**src/rtl/cscan_pkg.sv**
```systemverilog
// Package: shared slot definitions for the compressed scan converter.
// Assumes three slots per JTAG bit in the fixed order inverted TDI, TMS, TDO.
package cscan_pkg;
    localparam int NUM_SLOTS = 3;
    localparam int SLOT_W    = $clog2(NUM_SLOTS);

    typedef logic [SLOT_W-1:0] slot_t;

    localparam slot_t SLOT_NTDI  = slot_t'(0);
    localparam slot_t SLOT_TMS   = slot_t'(1);
    localparam slot_t SLOT_TDO   = slot_t'(2);
    localparam slot_t SLOT_LAST  = slot_t'(NUM_SLOTS - 1);
    localparam slot_t SLOT_ENTRY = SLOT_TMS;
endpackage

```
**src/rtl/cscan_edge_det.sv**
```systemverilog
// Module: detects a low-to-high change of the two-wire clock level.
// Assumes the input is already synchronised to clk. The previous level
// resets high so that a line already high at reset gives no false rise.
module cscan_edge_det (
    input  logic clk,
    input  logic rst_n,
    input  logic level_i,
    output logic rise_o
);
    logic level_q;

    // Remember the level seen at the previous clk edge.
    always_ff @(posedge clk) begin
        if (!rst_n) level_q <= 1'b1;
        else        level_q <= level_i;
    end

    assign rise_o = level_i & ~level_q;

    AST_RISE_SINGLE: assert property (@(posedge clk) disable iff (!rst_n)
        rise_o |=> !rise_o);
endmodule

```
**src/rtl/cscan_slot_seq.sv**
```systemverilog
// Module: tracks which slot the next two-wire clock rise belongs to and
// issues one capture enable per slot. Assumes rise_i lasts one cycle.
// Outside compressed mode the position is parked on ENTRY_SLOT.
module cscan_slot_seq
    import cscan_pkg::*;
#(
    parameter slot_t ENTRY_SLOT = SLOT_ENTRY
) (
    input  logic                 clk,
    input  logic                 rst_n,
    input  logic                 rise_i,
    input  logic                 mode_i,
    output logic [NUM_SLOTS-1:0] cap_o
);
    slot_t slot_q;
    logic  adv;

    assign adv = rise_i & mode_i;

    // Step the slot position on each accepted rise, wrap after the last slot.
    always_ff @(posedge clk) begin
        if (!rst_n || !mode_i) slot_q <= ENTRY_SLOT;
        else if (adv)          slot_q <= (slot_q == SLOT_LAST) ? SLOT_NTDI : slot_q + 1'b1;
    end

    // One capture enable per slot, decoded from the current position.
    for (genvar g = 0; g < NUM_SLOTS; g++) begin : g_cap
        assign cap_o[g] = adv && (slot_q == slot_t'(g));
    end

    AST_SLOT_RANGE: assert property (@(posedge clk) disable iff (!rst_n)
        slot_q <= SLOT_LAST);
    AST_CAP_ONEHOT: assert property (@(posedge clk) disable iff (!rst_n)
        $onehot0(cap_o));
    AST_WRAP: assert property (@(posedge clk) disable iff (!rst_n)
        (cap_o[SLOT_LAST] && mode_i) |=> (slot_q == SLOT_NTDI || !mode_i));
    AST_PARK_OFF: assert property (@(posedge clk) disable iff (!rst_n)
        !mode_i |=> slot_q == ENTRY_SLOT);
    AST_NO_CAP_OFF: assert property (@(posedge clk) disable iff (!rst_n)
        !mode_i |-> cap_o == '0);
endmodule

```
**src/rtl/cscan_bit_asm.sv**
```systemverilog
// Module: collects the slot values and issues a JTAG bit triple with a
// one-cycle strobe on the TDO slot. Assumes at most one capture enable
// is high per cycle. The TDI slot arrives inverted on the line.
module cscan_bit_asm
    import cscan_pkg::*;
(
    input  logic                 clk,
    input  logic                 rst_n,
    input  logic [NUM_SLOTS-1:0] cap_i,
    input  logic                 data_i,
    output logic                 tdi_o,
    output logic                 tms_o,
    output logic                 tdo_o,
    output logic                 stb_o
);
    logic tdi_hold;
    logic tms_hold;

    // Store the inverted-TDI and TMS slots until the triple is complete.
    always_ff @(posedge clk) begin
        if (!rst_n) begin
            tdi_hold <= 1'b0;
            tms_hold <= 1'b0;
        end else begin
            if (cap_i[SLOT_NTDI]) tdi_hold <= ~data_i;
            if (cap_i[SLOT_TMS])  tms_hold <= data_i;
        end
    end

    // Issue the triple and the strobe on the TDO slot, hold it otherwise.
    always_ff @(posedge clk) begin
        if (!rst_n) begin
            tdi_o <= 1'b0;
            tms_o <= 1'b0;
            tdo_o <= 1'b0;
            stb_o <= 1'b0;
        end else begin
            stb_o <= cap_i[SLOT_TDO];
            if (cap_i[SLOT_TDO]) begin
                tdi_o <= tdi_hold;
                tms_o <= tms_hold;
                tdo_o <= data_i;
            end
        end
    end

    AST_STB_ONE_CYCLE: assert property (@(posedge clk) disable iff (!rst_n)
        stb_o |=> !stb_o);
    AST_ISSUE_STB: assert property (@(posedge clk) disable iff (!rst_n)
        cap_i[SLOT_TDO] |=> stb_o);
    AST_TDO_TAKEN: assert property (@(posedge clk) disable iff (!rst_n)
        cap_i[SLOT_TDO] |=> tdo_o == $past(data_i));
    AST_HOLD_OUT: assert property (@(posedge clk) disable iff (!rst_n)
        !stb_o |-> $stable({tdi_o, tms_o, tdo_o}));
endmodule

```
**src/rtl/cscan_to_jtag.sv**
```systemverilog
// Module: top of the compressed two-wire to four-wire JTAG converter.
// Assumes tckc_i and tmsc_i are synchronised to clk and that each
// two-wire clock level lasts at least one clk cycle.
module cscan_to_jtag
    import cscan_pkg::*;
#(
    parameter slot_t ENTRY_SLOT = SLOT_ENTRY
) (
    input  logic clk,
    input  logic rst_n,
    input  logic tckc_i,
    input  logic tmsc_i,
    input  logic cmode_i,
    output logic jtag_tdi_o,
    output logic jtag_tms_o,
    output logic jtag_tdo_o,
    output logic jtag_clk_stb_o
);
    logic                 tckc_rise;
    logic [NUM_SLOTS-1:0] cap;

    cscan_edge_det u_edge (
        .clk     (clk),
        .rst_n   (rst_n),
        .level_i (tckc_i),
        .rise_o  (tckc_rise)
    );

    cscan_slot_seq #(.ENTRY_SLOT(ENTRY_SLOT)) u_seq (
        .clk    (clk),
        .rst_n  (rst_n),
        .rise_i (tckc_rise),
        .mode_i (cmode_i),
        .cap_o  (cap)
    );

    cscan_bit_asm u_asm (
        .clk    (clk),
        .rst_n  (rst_n),
        .cap_i  (cap),
        .data_i (tmsc_i),
        .tdi_o  (jtag_tdi_o),
        .tms_o  (jtag_tms_o),
        .tdo_o  (jtag_tdo_o),
        .stb_o  (jtag_clk_stb_o)
    );

    AST_STB_NEEDS_MODE: assert property (@(posedge clk) disable iff (!rst_n)
        jtag_clk_stb_o |-> $past(cmode_i));
    AST_STB_NEEDS_RISE: assert property (@(posedge clk) disable iff (!rst_n)
        jtag_clk_stb_o |-> ($past(tckc_i) && !$past(tckc_i, 2)));
endmodule

```
**config.mk**
```make
export PLATFORM = sky130hd
export DESIGN_NAME = cscan_to_jtag
export DESIGN_NICKNAME = d
export VERILOG_FILES = /design/src/rtl/cscan_pkg.sv /design/src/rtl/cscan_edge_det.sv /design/src/rtl/cscan_slot_seq.sv /design/src/rtl/cscan_bit_asm.sv /design/src/rtl/cscan_to_jtag.sv
export SDC_FILE = /design/constraint.sdc
export NUM_CORES = 1
export LEC_CHECK = 0
export ABC_AREA = 1
export ABC_CLOCK_PERIOD_IN_PS = 2400
export CORE_AREA = 2 2 39 41
export DETAILED_ROUTE_END_ITERATION = 7
export DIE_AREA = 0 0 41 43
export SYNTH_ARGS = -nofsm -noshare
export SYNTH_HDL_FRONTEND = slang
export SYNTH_HIERARCHICAL = 1
export SYNTH_SLANG_ARGS = --single-unit
```
**constraint.sdc**
```tcl
create_clock -name clk -period 2.4 [get_ports clk]
set_input_delay 0.72 -clock clk [delete_from_list [all_inputs] [get_ports clk]]
set_output_delay 0.72 -clock clk [all_outputs]
set_load 0.02 [all_outputs]
```
# [Word level (Yosys, flattened, before mapping)]
# Index checks and enable logic that the tools add are counted.
[word_totals] ram_bits=0 n_memories=0 regBits=9 romBits=0 latchBits=0
[classes] n_mux=1 div=0 shift=0 n_lt_le_gt_ge=0 bitwise=4 n_mul=0 eq_ne=2 n_addsub=1 reduce_logical=7
[op_table] op="logical AND 1 bit" count=3
[op_table] op="adder 2 x 1 -> 2 bit, second input constant" count=1
[op_table] op="bitwise AND 1 bit" count=2
[op_table] op="equality test 2 x 1 -> 1 bit, second input constant" count=1
[op_table] op="equality test 2 bit, second input constant" count=1
[op_table] op="zero test 1 bit" count=2
[op_table] op="zero test 2 bit" count=1
[op_table] op="2-to-1 mux 2 bit" count=1
[op_table] op="inverter 1 bit" count=2
[op_table] op="logical OR 1 bit" count=1

# [Logic depth before layout (Yosys ltp)]
[logic_depth] ltp_word=4 mapped_depth=9 mapped_depth_nobuf=9

# [By module]
# Netlist, hierarchy kept.
[by_module_without_submodules] mod="cscan_bit_asm" seq_area_each_um2=120.1 instances=1 area_per_inst_um2=214.0 cells_per_inst=31
[by_module_without_submodules] mod="cscan_slot_seq" seq_area_each_um2=40.0 instances=1 area_per_inst_um2=113.9 cells_per_inst=18
[by_module_without_submodules] mod="cscan_edge_det" seq_area_each_um2=20.0 instances=1 area_per_inst_um2=33.8 cells_per_inst=4

# [Worst setup path after synthesis]
# Ideal clock, no wire load.
[synth_path] path_kind="input -> register" startpoint="input tckc_i" endpoint="register u_asm.tdi_o" setup_slack_ps=902 n_path_buf=0 arrival_ps=1385 path_stages=7 path_cell_list="inv_1 > nor2_2 > nand2_2 > nor2_1 > nand2_1 > nand2_1 > nor2_1"
[synth_between] elab_chain_len=3
[synth_lines] item="start, declared" line="cscan_to_jtag.sv:11" rtl="input logic tckc_i,"
[synth_lines] item="bitwise AND 1 bit" line="cscan_edge_det.sv:18" rtl="assign rise_o = level_i & ~level_q;"
[synth_lines] item="named net tckc_rise" line="cscan_to_jtag.sv:19" rtl="logic tckc_rise;"
[synth_lines] item="bitwise AND 1 bit" line="cscan_slot_seq.sv:18" rtl="assign adv = rise_i & mode_i;"
[synth_lines] item="logical AND 1 bit" line="cscan_slot_seq.sv:28" rtl="assign cap_o[g] = adv && (slot_q == slot_t'(g));"
[synth_lines] item="named net cap[2]" line="cscan_to_jtag.sv:20" rtl="logic [NUM_SLOTS-1:0] cap;"
[synth_lines] item="end signal, assigned" line="cscan_bit_asm.sv:40" rtl="tdi_o <= tdi_hold;"
[synth_lines] item="end, declared" line="cscan_bit_asm.sv:11" rtl="output logic tdi_o,"
# The timed path passes the listed nets, and every way through them passes these cells.
# A chain may end at the register's enable or synchronous reset.

# [Worst setup path in the final report]
[layout_path] startpoint="register u_asm.tdi_o" endpoint="output jtag_tdi_o"
[layout_rtl] item="end, declared" line="cscan_to_jtag.sv:14" rtl="output logic jtag_tdi_o,"
# No word-level cell between the ends.

==> results.md <==
* Hold buffer count at CTS at 0
* #FFs+latches synth at 9
* Tightest Pin Transition at between 0.4 and 0.5 ns
* CTS clock-pin slew for the worst setup and hold paths at roughly 0.06 ns
* Pin count of the biggest net entering global routing at 9
* Peak supply drop at roughly 0.27 mV
* Fmax at between 500 and 600 MHz
* Port Buf Inserts at 8
* Switch share at 22.07%
* Grt ovf at 0
* Core area at 0.001384 mm²
* Logic gate share of total power at 6.4%
* Num CTS Buffers at 3
* Routed Wire Length at approximately 600 µm
* Hold Startpoint: u_asm/tms_o$_SDFFE_PN0P_
* CP max FO at 2
* DP Cell Count at between 70 and 80
* Final Non-Filler Cells at 81
* Synth Net Count at 58
* Clock sinks at 9
* Layout cells sized above 1 at 10.77%
* Layout Nets at 71
* Root buffer cell: clkbuf_4
* Top Family by Delay on Critical Path: buffers and inverters
* Max-slew headroom at 71.68%
* PwrDens at approximately 600 mW/mm²
* Net Switching at 0.06372 mW
* Initial antenna violation count at 0
* WS Path Type: flip-flop to primary output
* CTS max path bufs at 2
* GRT Total Usage at roughly a tenth
* CP Buf/Inv Count at 1
* Total Power at 0.2887 mW
* Postcts setup bufs at 0
* Static Leak at 0.2155 nW
* First-pass DRT Iterations at 4
* Reg2reg end: u_asm/tms_o$_SDFFE_PN0P_
* Data arrival, critical path at approximately 1.2 ns
* Max Slew Vio Count at 0
* R2R Setup Slk at 1.20 ns
* R2R depth at 6
* Die Span X at about 40 µm
* Global-route wire length before repair at 1.083 mm
* Fin Setup TNS at 0 ns
* Worst EP required at around 1.7 ns
* CTS tree: done
* Number of global-route vias before repair at between 200 and 300
* Avg Cell Area, Syn at 6.823 µm²
* CP startpoint kind: flip-flop
* Period utilisation layout at approximately 79%
* Hold Path Class: flip-flop to flip-flop
* Internal cell power at roughly 0.22 mW
* Post-cts repair resize count at 0
* Starting Density at 26.13%
* Critical Path End Type: primary output
* Final min period at about 1.9 ns
* Clk pwr share at roughly two fifths
* CP cell instances: clkdlybuf4s50_1
* Synth Instances at 53
* Crit-path slowest cell: clkdlybuf4s50_1
* Status: finished, final reports clean
* YS warnings at 6
* Largest incremental delay on the critical path at around 0.60 ns
* Reg2Reg Launch Point: u_edge/level_q$_SDFF_PN1_
* Clk_lat worst skew at about 0.26 ns
* DRT iter0 DRCs at 12
* Via-to-Cell Ratio at 3.802
* Final core area utilization at about a third
* Die Height at 43 µm
* CTS H-tree depth at 1
* Avg WL per Cell at ~7.6 µm
* Endpoints failing setup at 0
* Endpoint, Worst Hold: u_asm/tms_o$_SDFFE_PN0P_
* Num ports at 9
* Mapped cell area at 361.6 µm²
* Max cap viols at 0
* Vias at between 300 and 400
* Die Footprint at roughly 0.0018 mm²
* Seq pwr share at 52.9%
* RSZ-0062 raised after global routing: no
* Synthesis-to-finish area growth at 34.95%
* Seq/Total Area, Yosys at 49.83%
* Antenna viol nets, final at 0
* Synth cell types at 8
* Number of remaining DRC errors at 0
* RePlAce Congestion at 0.6561
* DP HPWL at roughly 440 µm
* Final Hold Viols at 0
* Hold path depth at 2
* Worst Skew at approximately 0.0027 ns
* Row count at 14
* Ant diodes at 0
[cell usage in the layout (no fill, tap or decap)]
cell	instances
clkbuf_4	3
dfxtp_1	9
clkdlybuf4s50_1	8
nor2_1	14
nor3_2	1
nand2_2	1
a21oi_2	1
nor2_2	1
inv_1	9
nand2_1	17
clkbuf_1	1
[power groups by stage]
stage,clock network [mW],registers (mW),logic [mW]
floorplan,0,0.156,0.00867
global placement,0,0.156,0.0185
detailed placement,0,0.156,0.0185
CTS,0.121,0.153,0.0186
global route,0.133,0.153,0.0210
finish,0.118,0.153,0.0184
[cells in the mapped netlist]
master   number  share of area [%]
a21oi_2       1                2.4
dfxtp_1       9                 50
inv_1         9                9.3
nand2_1      17                 18
nand2_2       1                1.7
nor2_1       14                 15
nor2_2        1                1.7
nor3_2        1                2.8
[sequential cells by signal (all words and copies together), names as in the netlist]
signal / count
u_asm/stb_o: 1
u_edge/level_q: 1
u_asm/tms_hold: 1
u_asm/tdi_o: 1
u_asm/tdo_o: 1
u_asm/tms_o: 1
u_asm/tdi_hold: 1
u_seq/slot_q: 2
[final cells by class]
| cell class | instances | area [µm²] |
|---|---|---|
| timing repair buffer | 8 | 80.08 |
| sequential | 9 | 180.2 |
| clock buffer | 4 | 26.28 |
| fill | 159 | 895.9 |
| multi-input combinational | 35 | 147.6 |
| tap | 16 | 20.02 |
| inverter | 9 | 33.78 |
[metrics by stage]
step / worst slack [ns] / hold slack, ns / instance area [µm²]
detailed placement: 0.2841 / 0.4677 / 461.7
global route: 0.4237 / 0.5044 / 488.0
finish: 0.4988 / 0.4734 / 488.0
CTS: 0.4850 / 0.4761 / 488.0
global placement: 0.2637 / 0.4566 / 461.7
floorplan: 0.9022 / 0.4533 / 361.6
[worst reg2reg max path: cells and delay by family (launching register included)]
kind / cells / cell delay, ns
DFF: 1 / 0.30
and+or+nand+nor: 6 / 0.79
[worst max path at each step]
stage | startpoint | end | depth (start not counted)
6_report | u_asm/tdi_o$_SDFFE_PN0P_ | jtag_tdi_o | 1
5_1_grt | u_asm/tdo_o$_SDFFE_PN0P_ | jtag_tdo_o | 1
4_1_cts | u_asm/tms_o$_SDFFE_PN0P_ | jtag_tms_o | 1
3_5_place_dp | tckc_i | u_asm/tdi_o$_SDFFE_PN0P_ | 8
3_3_place_gp | tckc_i | u_asm/tms_o$_SDFFE_PN0P_ | 8
2_1_floorplan | tckc_i | u_asm/tdi_o$_SDFFE_PN0P_ | 7
[logic make-up after synthesis]
kind of cell,after synthesis,synth area share [%]
AND/OR/NAND/NOR,34,38.41
buffers and inverters,9,9.342
flip-flops,9,49.83
AO/OA/AOI/OAI,1,2.423
[metal layers]
metal / share of wire (%) / GRT usage (%) / up-vias
li1: - / - / 176
met1: 54 / 12.30 / 122
met2: 37 / 11.25 / 10
met3: 8.3 / 7.853 / 0
met4: 0 / 6.000 / 0
met5: 0 / 0 / -
Note: power is estimated with default switching activity, not from simulation.
